--- config.mk ---
export PLATFORM = sky130hd
export DESIGN_NAME = irq_src_bank
export DESIGN_NICKNAME = d
export VERILOG_FILES = /design/src/rtl/irq_src_pkg.sv /design/src/rtl/irq_reg_decode.sv /design/src/rtl/irq_src_slot.sv /design/src/rtl/irq_src_bank.sv
export SDC_FILE = /design/constraint.sdc
export NUM_CORES = 2
export LEC_CHECK = 0
export BUFFER_PORTS_ARGS = -buffer_cell sky130_fd_sc_hd__buf_2
export CORE_MARGIN = 4
export CORE_UTILIZATION = 50
export DETAILED_ROUTE_END_ITERATION = 7
export PLACE_DENSITY = 0.67
export SYNTH_ARGS = -nofsm -noshare
export SYNTH_HDL_FRONTEND = slang
export SYNTH_HIERARCHICAL = 1
export SYNTH_SLANG_ARGS = --single-unit
--- constraint.sdc ---
create_clock -name clk -period 2.7 [get_ports clk]
set_input_delay 0.405 -clock clk [delete_from_list [all_inputs] [get_ports clk]]
set_output_delay 0.405 -clock clk [all_outputs]
set_load 0.01 [all_outputs]
--- src/rtl/irq_src_pkg.sv ---
package irq_src_pkg;

   localparam int CFG_W     = 11;
   localparam int DELEG_BIT = 10;

   typedef enum logic [2:0] {
      TM_OFF    = 3'd0,
      TM_DETACH = 3'd1,
      TM_RISE   = 3'd4,
      TM_FALL   = 3'd5,
      TM_HIGH   = 3'd6,
      TM_LOW    = 3'd7
   } trig_mode_e;

   typedef enum logic [2:0] {
      RK_NONE,
      RK_CFG,
      RK_PEND,
      RK_IN,
      RK_EN
   } rd_kind_e;

   // arr_we / num_we bit order: 0 pend set, 1 pend clear, 2 en set, 3 en clear
   typedef struct packed {
      logic        cfg_we;
      logic [3:0]  arr_we;
      logic [3:0]  num_we;
      logic [7:0]  idx;
      logic [4:0]  word;
      logic [31:0] num_val;
      rd_kind_e    rd_kind;
   } acc_t;

   function automatic logic [CFG_W-1:0] shape_cfg(logic [31:0] v, bit has_child);
      if (v[DELEG_BIT] && has_child) return {1'b1, v[9:0]};
      else if (v[DELEG_BIT])         return '0;
      else                           return {8'b0, v[2:0]};
   endfunction

endpackage

--- src/rtl/irq_reg_decode.sv ---
module irq_reg_decode
   import irq_src_pkg::*;
#(
   parameter int ADDR_W = 12
) (
   input  logic              bus_valid,
   input  logic              bus_write,
   input  logic [ADDR_W-1:0] bus_addr,
   input  logic [31:0]       bus_wdata,
   output acc_t              acc
);

   localparam logic [ADDR_W-1:0] A_ARR  = ADDR_W'(32'h400);
   localparam logic [ADDR_W-1:0] A_NUM  = ADDR_W'(32'h600);
   localparam logic [ADDR_W-1:0] A_PCLR = ADDR_W'(32'h604);
   localparam logic [ADDR_W-1:0] A_ESET = ADDR_W'(32'h608);
   localparam logic [ADDR_W-1:0] A_ECLR = ADDR_W'(32'h60C);
   localparam logic [ADDR_W-1:0] A_BSET = ADDR_W'(32'h610);

   logic wr;
   logic swap;

   always_comb begin
      wr          = bus_valid && bus_write;
      swap        = 1'b0;
      acc         = '0;
      acc.rd_kind = RK_NONE;
      acc.idx     = bus_addr[9:2];
      acc.word    = bus_addr[6:2];
      if (bus_addr[1:0] == 2'b00) begin
         if (bus_addr < A_ARR) begin
            acc.rd_kind = RK_CFG;
            acc.cfg_we  = wr;
         end else if (bus_addr < A_NUM) begin
            case (bus_addr[8:7])
               2'd0:    begin acc.rd_kind = RK_PEND; acc.arr_we[0] = wr; end
               2'd1:    begin acc.rd_kind = RK_IN;   acc.arr_we[1] = wr; end
               2'd2:    begin acc.rd_kind = RK_EN;   acc.arr_we[2] = wr; end
               default: acc.arr_we[3] = wr;
            endcase
         end else begin
            if (bus_addr == A_NUM)  acc.num_we[0] = wr;
            if (bus_addr == A_PCLR) acc.num_we[1] = wr;
            if (bus_addr == A_ESET) acc.num_we[2] = wr;
            if (bus_addr == A_ECLR) acc.num_we[3] = wr;
            if (bus_addr == A_BSET) begin
               acc.num_we[0] = wr;
               swap          = 1'b1;
            end
         end
      end
      acc.num_val = swap ? {bus_wdata[7:0], bus_wdata[15:8], bus_wdata[23:16], bus_wdata[31:24]}
                         : bus_wdata;
   end

   // At most one kind of write strobe per access
   always_comb begin
      p_one_op_r9: assert ($onehot0({acc.cfg_we, acc.arr_we, acc.num_we}))
         else $error("more than one write strobe decoded");
   end

endmodule

--- src/rtl/irq_src_slot.sv ---
module irq_src_slot
   import irq_src_pkg::*;
#(
   parameter bit MSI_MODE = 1'b0
) (
   input  logic             clk,
   input  logic             rst_n,
   input  logic             line_in,
   input  logic             cfg_we,
   input  logic [CFG_W-1:0] cfg_wval,
   input  logic             sw_pset,
   input  logic             sw_pclr,
   input  logic             sw_eset,
   input  logic             sw_eclr,
   output logic [CFG_W-1:0] cfg_q,
   output logic             pend_q,
   output logic             en_q,
   output logic             in_q
);

   logic       deleg;
   logic [2:0] mode;
   logic       live;
   logic       is_lvl;
   logic       hw_set;
   logic       set_ok;
   logic       clr_ok;
   logic       wipe;
   logic       pend_n;
   logic       en_n;

   assign deleg  = cfg_q[DELEG_BIT];
   assign mode   = cfg_q[2:0];
   assign live   = !deleg && (mode != TM_OFF);
   assign is_lvl = (mode == TM_HIGH) || (mode == TM_LOW);
   assign clr_ok = live && !is_lvl;
   assign wipe   = cfg_we && (cfg_wval[DELEG_BIT] || (cfg_wval == '0));

   generate
      if (MSI_MODE) begin : g_msi
         assign set_ok = live;
      end else begin : g_direct
         assign set_ok = live && !is_lvl;
      end
   endgenerate

   always_comb begin
      hw_set = 1'b0;
      if (!deleg && !pend_q) begin
         case (mode)
            TM_RISE: hw_set = line_in && !in_q;
            TM_FALL: hw_set = !line_in && in_q;
            TM_HIGH: hw_set = line_in;
            TM_LOW:  hw_set = !line_in;
            default: hw_set = 1'b0;
         endcase
      end
   end

   always_comb begin
      pend_n = pend_q;
      if (hw_set)             pend_n = 1'b1;
      if (sw_pset && set_ok)  pend_n = 1'b1;
      if (sw_pclr && clr_ok)  pend_n = 1'b0;
      en_n = en_q;
      if (sw_eset && live)    en_n = 1'b1;
      if (sw_eclr && live)    en_n = 1'b0;
   end

   always_ff @(posedge clk or negedge rst_n) begin
      if (!rst_n) begin
         cfg_q  <= '0;
         pend_q <= 1'b0;
         en_q   <= 1'b0;
         in_q   <= 1'b0;
      end else begin
         in_q   <= line_in;
         if (cfg_we) cfg_q <= cfg_wval;
         pend_q <= wipe ? 1'b0 : pend_n;
         en_q   <= wipe ? 1'b0 : en_n;
      end
   end

   p_wipe_r3: assert property (@(posedge clk) disable iff (!rst_n)
      cfg_we && (cfg_wval[DELEG_BIT] || (cfg_wval == '0)) |=> !pend_q && !en_q);

   p_rise_r4: assert property (@(posedge clk) disable iff (!rst_n)
      !deleg && (mode == TM_RISE) && line_in && !in_q && !cfg_we && !sw_pclr |=> pend_q);

   p_level_r5: assert property (@(posedge clk) disable iff (!rst_n)
      !deleg && (mode == TM_HIGH) && line_in && !cfg_we |=> pend_q);

   p_dead_pend_r6: assert property (@(posedge clk) disable iff (!rst_n)
      !live && !pend_q && !cfg_we |=> !pend_q);

   p_dead_en_r7: assert property (@(posedge clk) disable iff (!rst_n)
      !live && !en_q && !cfg_we |=> !en_q);

endmodule

--- src/rtl/irq_src_bank.sv ---
module irq_src_bank
   import irq_src_pkg::*;
#(
   parameter int NSRC      = 40,
   parameter int NUM_CHILD = 1,
   parameter bit MSI_MODE  = 1'b0,
   parameter int ADDR_W    = 12
) (
   input  logic              clk,
   input  logic              rst_n,
   input  logic              bus_valid,
   input  logic              bus_write,
   input  logic [ADDR_W-1:0] bus_addr,
   input  logic [31:0]       bus_wdata,
   output logic [31:0]       bus_rdata,
   input  logic [NSRC-1:0]   src_in,
   output logic [NSRC-1:0]   src_ready
);

   localparam int  WORDS     = (NSRC + 31) / 32;
   localparam bit  HAS_CHILD = (NUM_CHILD > 0);

   generate
      if (NSRC < 2 || NSRC > 256) begin : g_bad_nsrc
         $error("NSRC must lie in 2..256");
      end
      if (ADDR_W < 11) begin : g_bad_addr
         $error("ADDR_W must be at least 11");
      end
   endgenerate

   acc_t             acc;
   logic [CFG_W-1:0] cfg_new;
   logic [CFG_W-1:0] cfg_v [NSRC];
   logic [NSRC-1:0]  pend_v, en_v, in_v;
   logic [WORDS*32-1:0] pend_all, en_all, in_all;
   logic [31:0]      rd_mux;

   irq_reg_decode #(.ADDR_W(ADDR_W)) u_dec (
      .bus_valid (bus_valid),
      .bus_write (bus_write),
      .bus_addr  (bus_addr),
      .bus_wdata (bus_wdata),
      .acc       (acc)
   );

   assign cfg_new = shape_cfg(bus_wdata, HAS_CHILD);

   assign cfg_v[0]  = '0;
   assign pend_v[0] = 1'b0;
   assign en_v[0]   = 1'b0;
   assign in_v[0]   = 1'b0;

   generate
      for (genvar s = 1; s < NSRC; s++) begin : g_slot
         localparam int W = s / 32;
         localparam int B = s % 32;
         logic pset, pclr, eset, eclr, cwe;

         assign cwe  = acc.cfg_we && (acc.idx == 8'(s));
         assign pset = (acc.arr_we[0] && acc.word == 5'(W) && bus_wdata[B]) ||
                       (acc.num_we[0] && acc.num_val == 32'(s));
         assign pclr = (acc.arr_we[1] && acc.word == 5'(W) && bus_wdata[B]) ||
                       (acc.num_we[1] && acc.num_val == 32'(s));
         assign eset = (acc.arr_we[2] && acc.word == 5'(W) && bus_wdata[B]) ||
                       (acc.num_we[2] && acc.num_val == 32'(s));
         assign eclr = (acc.arr_we[3] && acc.word == 5'(W) && bus_wdata[B]) ||
                       (acc.num_we[3] && acc.num_val == 32'(s));

         irq_src_slot #(.MSI_MODE(MSI_MODE)) u_slot (
            .clk      (clk),
            .rst_n    (rst_n),
            .line_in  (src_in[s]),
            .cfg_we   (cwe),
            .cfg_wval (cfg_new),
            .sw_pset  (pset),
            .sw_pclr  (pclr),
            .sw_eset  (eset),
            .sw_eclr  (eclr),
            .cfg_q    (cfg_v[s]),
            .pend_q   (pend_v[s]),
            .en_q     (en_v[s]),
            .in_q     (in_v[s])
         );
      end
   endgenerate

   assign src_ready = pend_v & en_v;

   always_comb begin
      pend_all = '0;
      en_all   = '0;
      in_all   = '0;
      pend_all[NSRC-1:0] = pend_v;
      en_all[NSRC-1:0]   = en_v;
      in_all[NSRC-1:0]   = in_v;
   end

   always_comb begin
      rd_mux = '0;
      case (acc.rd_kind)
         RK_CFG:
            for (int s = 0; s < NSRC; s++)
               if (acc.idx == 8'(s)) rd_mux = 32'(cfg_v[s]);
         RK_PEND:
            for (int w = 0; w < WORDS; w++)
               if (acc.word == 5'(w)) rd_mux = pend_all[w*32 +: 32];
         RK_IN:
            for (int w = 0; w < WORDS; w++)
               if (acc.word == 5'(w)) rd_mux = in_all[w*32 +: 32];
         RK_EN:
            for (int w = 0; w < WORDS; w++)
               if (acc.word == 5'(w)) rd_mux = en_all[w*32 +: 32];
         default: rd_mux = '0;
      endcase
   end

   always_ff @(posedge clk or negedge rst_n) begin
      if (!rst_n)                       bus_rdata <= '0;
      else if (bus_valid && !bus_write) bus_rdata <= rd_mux;
   end

   p_misalign_rd_r10: assert property (@(posedge clk) disable iff (!rst_n)
      bus_valid && !bus_write && (bus_addr[1:0] != 2'b00) |=> bus_rdata == '0);

   p_ready_r11: assert property (@(posedge clk) disable iff (!rst_n)
      bus_valid && bus_write && (bus_addr[1:0] != 2'b00) |=> $stable(src_ready));

endmodule

# --- Yosys cells after proc, flatten, opt, wreduce, memory -nomap -nowiden ---
# Cells that the tools add are included.
word_totals:
  ff_bits: 578
  out_inout_bits: 72
  wordCells: 2092
op_classes:
  order_cmp: 2
  n_eq_ne: 246
  muxes: 421
  bitwise_logic: 1
  n_reduce_logical: 1265
op_table:
  columns: ["cell", "n"]
  rows:
  - ["32-bit 2-to-1 mux", 45]
  - ["1-bit logical AND", 751]
  - ["32-bit by 5-bit equality test with 1-bit output (second input constant)", 16]
  - ["3-bit equality test (second input constant)", 157]
  - ["1-bit 2-to-1 mux", 326]
  - ["32-bit by 4-bit equality test with 1-bit output (second input constant)", 8]
  - ["32-bit by 6-bit equality test with 1-bit output (second input constant)", 8]
  - ["3-bit nonzero test", 78]
  - ["1-bit logical NOT", 196]
  - ["1-bit logical OR", 196]
  - ["1-bit case mux with 4 select lines", 39]
  - ["4-bit nonzero test", 39]
  - ["32-bit by 3-bit equality test with 1-bit output (second input constant)", 4]
  - ["8-bit by 5-bit equality test with 1-bit output (second input constant)", 16]
  - ["32-bit case mux with 4 select lines", 1]
  - ["32-bit by 2-bit equality test with 1-bit output (second input constant)", 2]
  - ["8-bit by 4-bit equality test with 1-bit output (second input constant)", 8]
  - ["8-bit by 6-bit equality test with 1-bit output (second input constant)", 8]
  - ["12-bit by 11-bit equality test with 1-bit output (second input constant)", 5]
  - ["40-bit bitwise AND", 1]
  - ["32-bit by 1-bit equality test with 1-bit output (second input constant)", 1]
  - ["8-bit by 3-bit equality test with 1-bit output (second input constant)", 4]
  - ["12-bit by 11-bit less-than comparator with 1-bit output (second input constant)", 2]
  - ["11-bit 2-to-1 mux", 2]
  - ["16 further kinds", 22]

# --- Depth between registers and ports, before layout ---
depth:
  ltp_word: 41
  ltp_mapped: 13
  mapped_depth_nobuf: 12

# --- By module ---
# Netlist, hierarchy kept.
modules_own_cells:
  columns: ["module", "n_inst", "cells_per_inst", "area_each_um2", "seq_area_each_um2"]
  rows:
  - ["irq_src_slot", 39, 45, 598.1, 350.3]
  - ["irq_src_bank", 1, 1289, 8857.2, 800.8]
  - ["irq_reg_decode", 1, 78, 693.2, 0.0]

# --- Worst setup path before layout ---
# No wires, ideal clock.
synth_path:
  kind: "input-to-reg"
  from: "input port bus_addr[7]"
  to: "register g_slot[36].u_slot.pend_q"
  setup_ns: 0.094
  arrival_time_ns: 3.784
  required_ns: 2.606
  slack_ns: -1.178
  path_stages: 13
  n_path_buf: 1
  cell_sequence: "or4_4 -> nor4_4 -> buf_6 -> mux2_2 -> or4_1 -> nor2_1 -> nand2_1 -> nor3_1 -> nand3_1 -> nor3_1 -> a22o_1 -> a221oi_2 -> a211oi_1"
synth_rtl:
  columns: ["item", "line", "text"]
  rows:
  - ["from (decl)", "irq_src_bank.sv:13", "input logic [ADDR_W-1:0] bus_addr,"]
  - ["to (signal assigned)", "irq_src_slot.sv:79", "pend_q <= wipe ? 1'b0 : pend_n;"]
  - ["to (decl)", "irq_src_slot.sv:16", "output logic pend_q,"]

==> out/results.tsv <==
stage	metric	value	unit
outcome	status	finished with violations	
outcome	violated checks	negative setup slack	
yosys	Async SR Flop Fraction	100	%
detailed_routing	Routed Antenna Nets	0	
yosys	syn_nets	3210	
worst_setup_path	Crit-path slowest cell	nor4_4	
worst_hold_path	Worst Hold Class	in -> reg	
layout	fillers	5041	
timing	Peak Freq	288	MHz
global_route	vias in the first global route	32613	
placed_design	DP HPWL	103000	um
global_route	GRT overflow	0	
clock_tree	htree depth	3	
layout	highest-count cells in the layout ignoring fill and taps	dfrtp_1 (578), buf_4 (458), mux2_1 (395), nand2_1 (194), nor2_1 (167)	
timing	max_slew headroom	45.7	%
layout	Area Overhead vs Synth	28.6	%
worst_setup_path	CP Capture Type	flip-flop	
yosys	synthesis-stage register bit count	578	
yosys	Synth Flop Type	dfrtp_1	
layout	share of post-route cells with drive strength above 1	29.5	%
timing	RSZ-0062 raised after global routing	true	
detailed_routing	DRT Pass-1 Iters	7	
worst_setup_path	Crit path arrival time	3.99	ns
global_route	GRT Resource Usage Total	40.5	%
die	Row Count	93	
die	IO Count	160	
timing	TNS Setup	-48.11	ns
detailed_routing	vias per cell	6.99	
global_route	first-pass GRT wire length	215000	um
timing	Final Max Tran Viols	0	
clock_tree	Skew-Pair Late Insertion Delay	0.61	ns
power	Comb pwr share	9.0	%
yosys	Synth warnings	6	
worst_setup_path	CP top delay family	simple AND/OR/NAND/NOR gates	
placed_design	placed insts	4463	
clock_tree	CTS Sinks	578	
power	clock power share	47.4	%
power	internal cell power	15.0	mW
timing	Worst Tran Pin Value	0.814	ns
placed_design	# port buffers	157	
worst_setup_path	crit path max fanout	7	
die	Die W	264	um
yosys	synthesized area	0.0329	mm^2
detailed_routing	final WL	146000	um
worst_setup_path	slowest stage delay, CP	0.39	ns
flow_run	Max-cap violations	0	
clock_tree	clock buffer count from CTS	68	
global_route	antenna violations before repair	6	
power	peak supply drop	634	uV
global_route	largest net degree at the start of global routing	83	
placed_design	routability congestion estimate	1.03	
worst_setup_path	Critical Path Source Type	input pin	
layout	final net count	3825	
power	Sw Share	25.5	%
worst_setup_path	CP Data Required Time	3.22	ns
die	starting density of the core	50.7	%
power	Seq pwr share	43.6	%
die	area of the die	0.0699	mm^2
die	DIE HEIGHT	264	um
clock_tree	CTS tree	built	
timing	Final WS setup	-0.771	ns
layout	Finished Core Util	65.2	%
layout	fin cells	4643	
timing	final hold violations	0	
yosys	post-synthesis instance total	3122	
die	core footprint	0.0648	mm^2
clock_tree	Clock Pin Slew Worst Setup and Hold Paths	0.06	ns
yosys	Synth cell types	89	
clock_tree	root buffer cell	clkbuf_16	
timing	fin crit share	129	%
timing	clk_skew	0.0173	ns
timing	endpoints failing setup	87	
worst_setup_path	CP cell instances	buf_2, nand4bb_1, nor4_4, buf_6, buf_12, mux2_4, nor4_4, buf_4, nand4_1, buf_4, nor3_4, buf_6, nand3_4, buf_12, nor2_4, a22o_1, a221oi_2, a211oi_1	
detailed_routing	routed len/inst	31.4	um
yosys	Synth Area per Inst	10.5	um^2
timing	crit path time final	3.47	ns
worst_setup_path	Crit Path Class	in -> reg	
power	Power per Cell Area	475	mW/mm^2
worst_setup_path	Buffers & Inverters on Critical Path	7	
detailed_routing	DRT iter0 DRCs	4627	
timing	hold_ws	0.231	ns
power	P_sw	5.11	mW
layout	most common cell after layout, fill and taps aside	dfrtp_1	
detailed_routing	Via Count	32458	
power	leakage	19.6	nW
yosys	sequential area share after synthesis	44.0	%
clock_tree	Longest Clk Path Bufs	3	
detailed_routing	drt drc	0	
yosys	EDFF count, synth	0	
## cell usage after synthesis (all sizes together) (4+ instances only)
cell type / count / share of area [%]
o32ai: 7 / 0.19
o311ai: 4 / 0.11
a21oi: 114 / 1.7
dfrtp: 578 / 44
o22ai: 65 / 1.2
nand2: 197 / 2.2
nor2b: 91 / 1.7
a2111oi: 5 / 0.13
nor4b: 8 / 0.30
o2111ai: 5 / 0.13
nand3: 35 / 0.53
a22oi: 33 / 0.75
clkbuf: 93 / 1.1
mux2i: 34 / 1.0
inv: 47 / 0.54
a22o: 163 / 4.3
nand4bb: 4 / 0.14
o221ai: 10 / 0.27
mux4: 5 / 0.34
o211ai: 9 / 0.21
a32oi: 10 / 0.27
a211o: 5 / 0.13
mux2: 445 / 15
a221oi: 65 / 2.5
or3: 5 / 0.095
a2bb2oi: 5 / 0.13
nand4: 47 / 0.89
nor2: 212 / 2.5
o21ai: 166 / 2.5
nor3: 82 / 1.9
a31oi: 15 / 0.29
nor4: 96 / 1.9
a222oi: 31 / 0.94
and2: 60 / 1.1
buf: 103 / 1.8
nand2b: 53 / 1.0
a211oi: 127 / 3.5
and3: 25 / 0.48
or4: 7 / 0.18
## per-layer routing
layer,global-route usage [%],up-vias,part of all wire [%]
met1,52.1,16069,37
met5,0,-,0.039
met4,26.6,8,8.5
li1,-,13226,-
met2,58.9,2466,42
met3,12.7,689,12
## power groups by stage
stage	clock [mW]	sequential, mW	combinational (mW)
2_1_floorplan	0	8.89	0.585
3_3_place_gp	0	8.91	1.61
3_5_place_dp	0	8.91	1.64
4_1_cts	9.57	8.75	1.73
5_1_grt	9.92	8.75	1.86
6_report	9.53	8.75	1.81
## state kept, by name, indices dropped and copies added (netlist names)
register              count
g_slot.u_slot/pend_q     39
g_slot.u_slot/en_q       39
g_slot.u_slot/cfg_q     429
g_slot.u_slot/in_q       39
bus_rdata                32
## kinds of logic (layout without fill, tap and decap cells)
kind of cell / count (synthesis) / after routing / share of synthesized area [%]
and+or+nand+nor: 945 / 945 / 15.7
AOI/OAI and AO/OA: 871 / 871 / 20.3
other: 1 / 4 / 0.0114
DFF: 578 / 578 / 44.0
muxes: 484 / 484 / 16.6
buffers and inverters: 243 / 906 / 3.43
## tightest hold or removal path, stage by stage
cell	delay [ns]
buf_2	0.17
a22o_1	0.16
a211oi_1	0.06
## path summary, 6_finish.rpt
check,slack (ns),startpoint,to,depth (start not counted)
worst min-delay path,0.23,bus_wdata[26],g_slot[26].u_slot/pend_q,3
max in group asynchronous,1.37,rst_n,g_slot[13].u_slot/cfg_q[7],3
worst min register to register,0.47,bus_rdata[25],bus_rdata[25],2
worst max register to register,0.14,g_slot[20].u_slot/cfg_q[10],bus_rdata[10],7
min in group asynchronous,0.34,rst_n,bus_rdata[22],2
worst max-delay path,-0.77,bus_addr[5],g_slot[38].u_slot/pend_q,18
## final cells by class
type | instances | area (um^2) | area share [%]
multi-input cells | 2301 | 18000 | 42.6
flip-flops and latches | 578 | 14500 | 34.2
repair buffers | 741 | 6260 | 14.8
clock buffers | 101 | 2070 | 4.90
well taps | 855 | 1070 | 2.53
clock inverters | 17 | 199 | 0.471
inverters | 47 | 176 | 0.417
diodes | 3 | 7.51 | 0.0178
## repair_timing
item / 4_1_cts / 5_1_grt
endpoints found under the setup margin: 100 / 103
endpoints found under the hold margin: 79 / 0
setup buffers: 12 / 4
gates resized for setup: 123 / 27
pin swaps: 115 / 9
hold buffers: 40 / 0
gates cloned: 4 / 0
## per-stage QoR
stage / setup WS (ns) / total power, mW / instance area [um^2]
4_1_cts: -0.574 / 20.1 / 42100
6_report: -0.771 / 20.1 / 42300
5_1_grt: -0.840 / 20.5 / 42300
3_5_place_dp: -1.55 / 10.5 / 38700
2_1_floorplan: -1.04 / 9.48 / 33000
3_3_place_gp: -1.43 / 10.5 / 38700
Power figures use the tool's default switching activity.
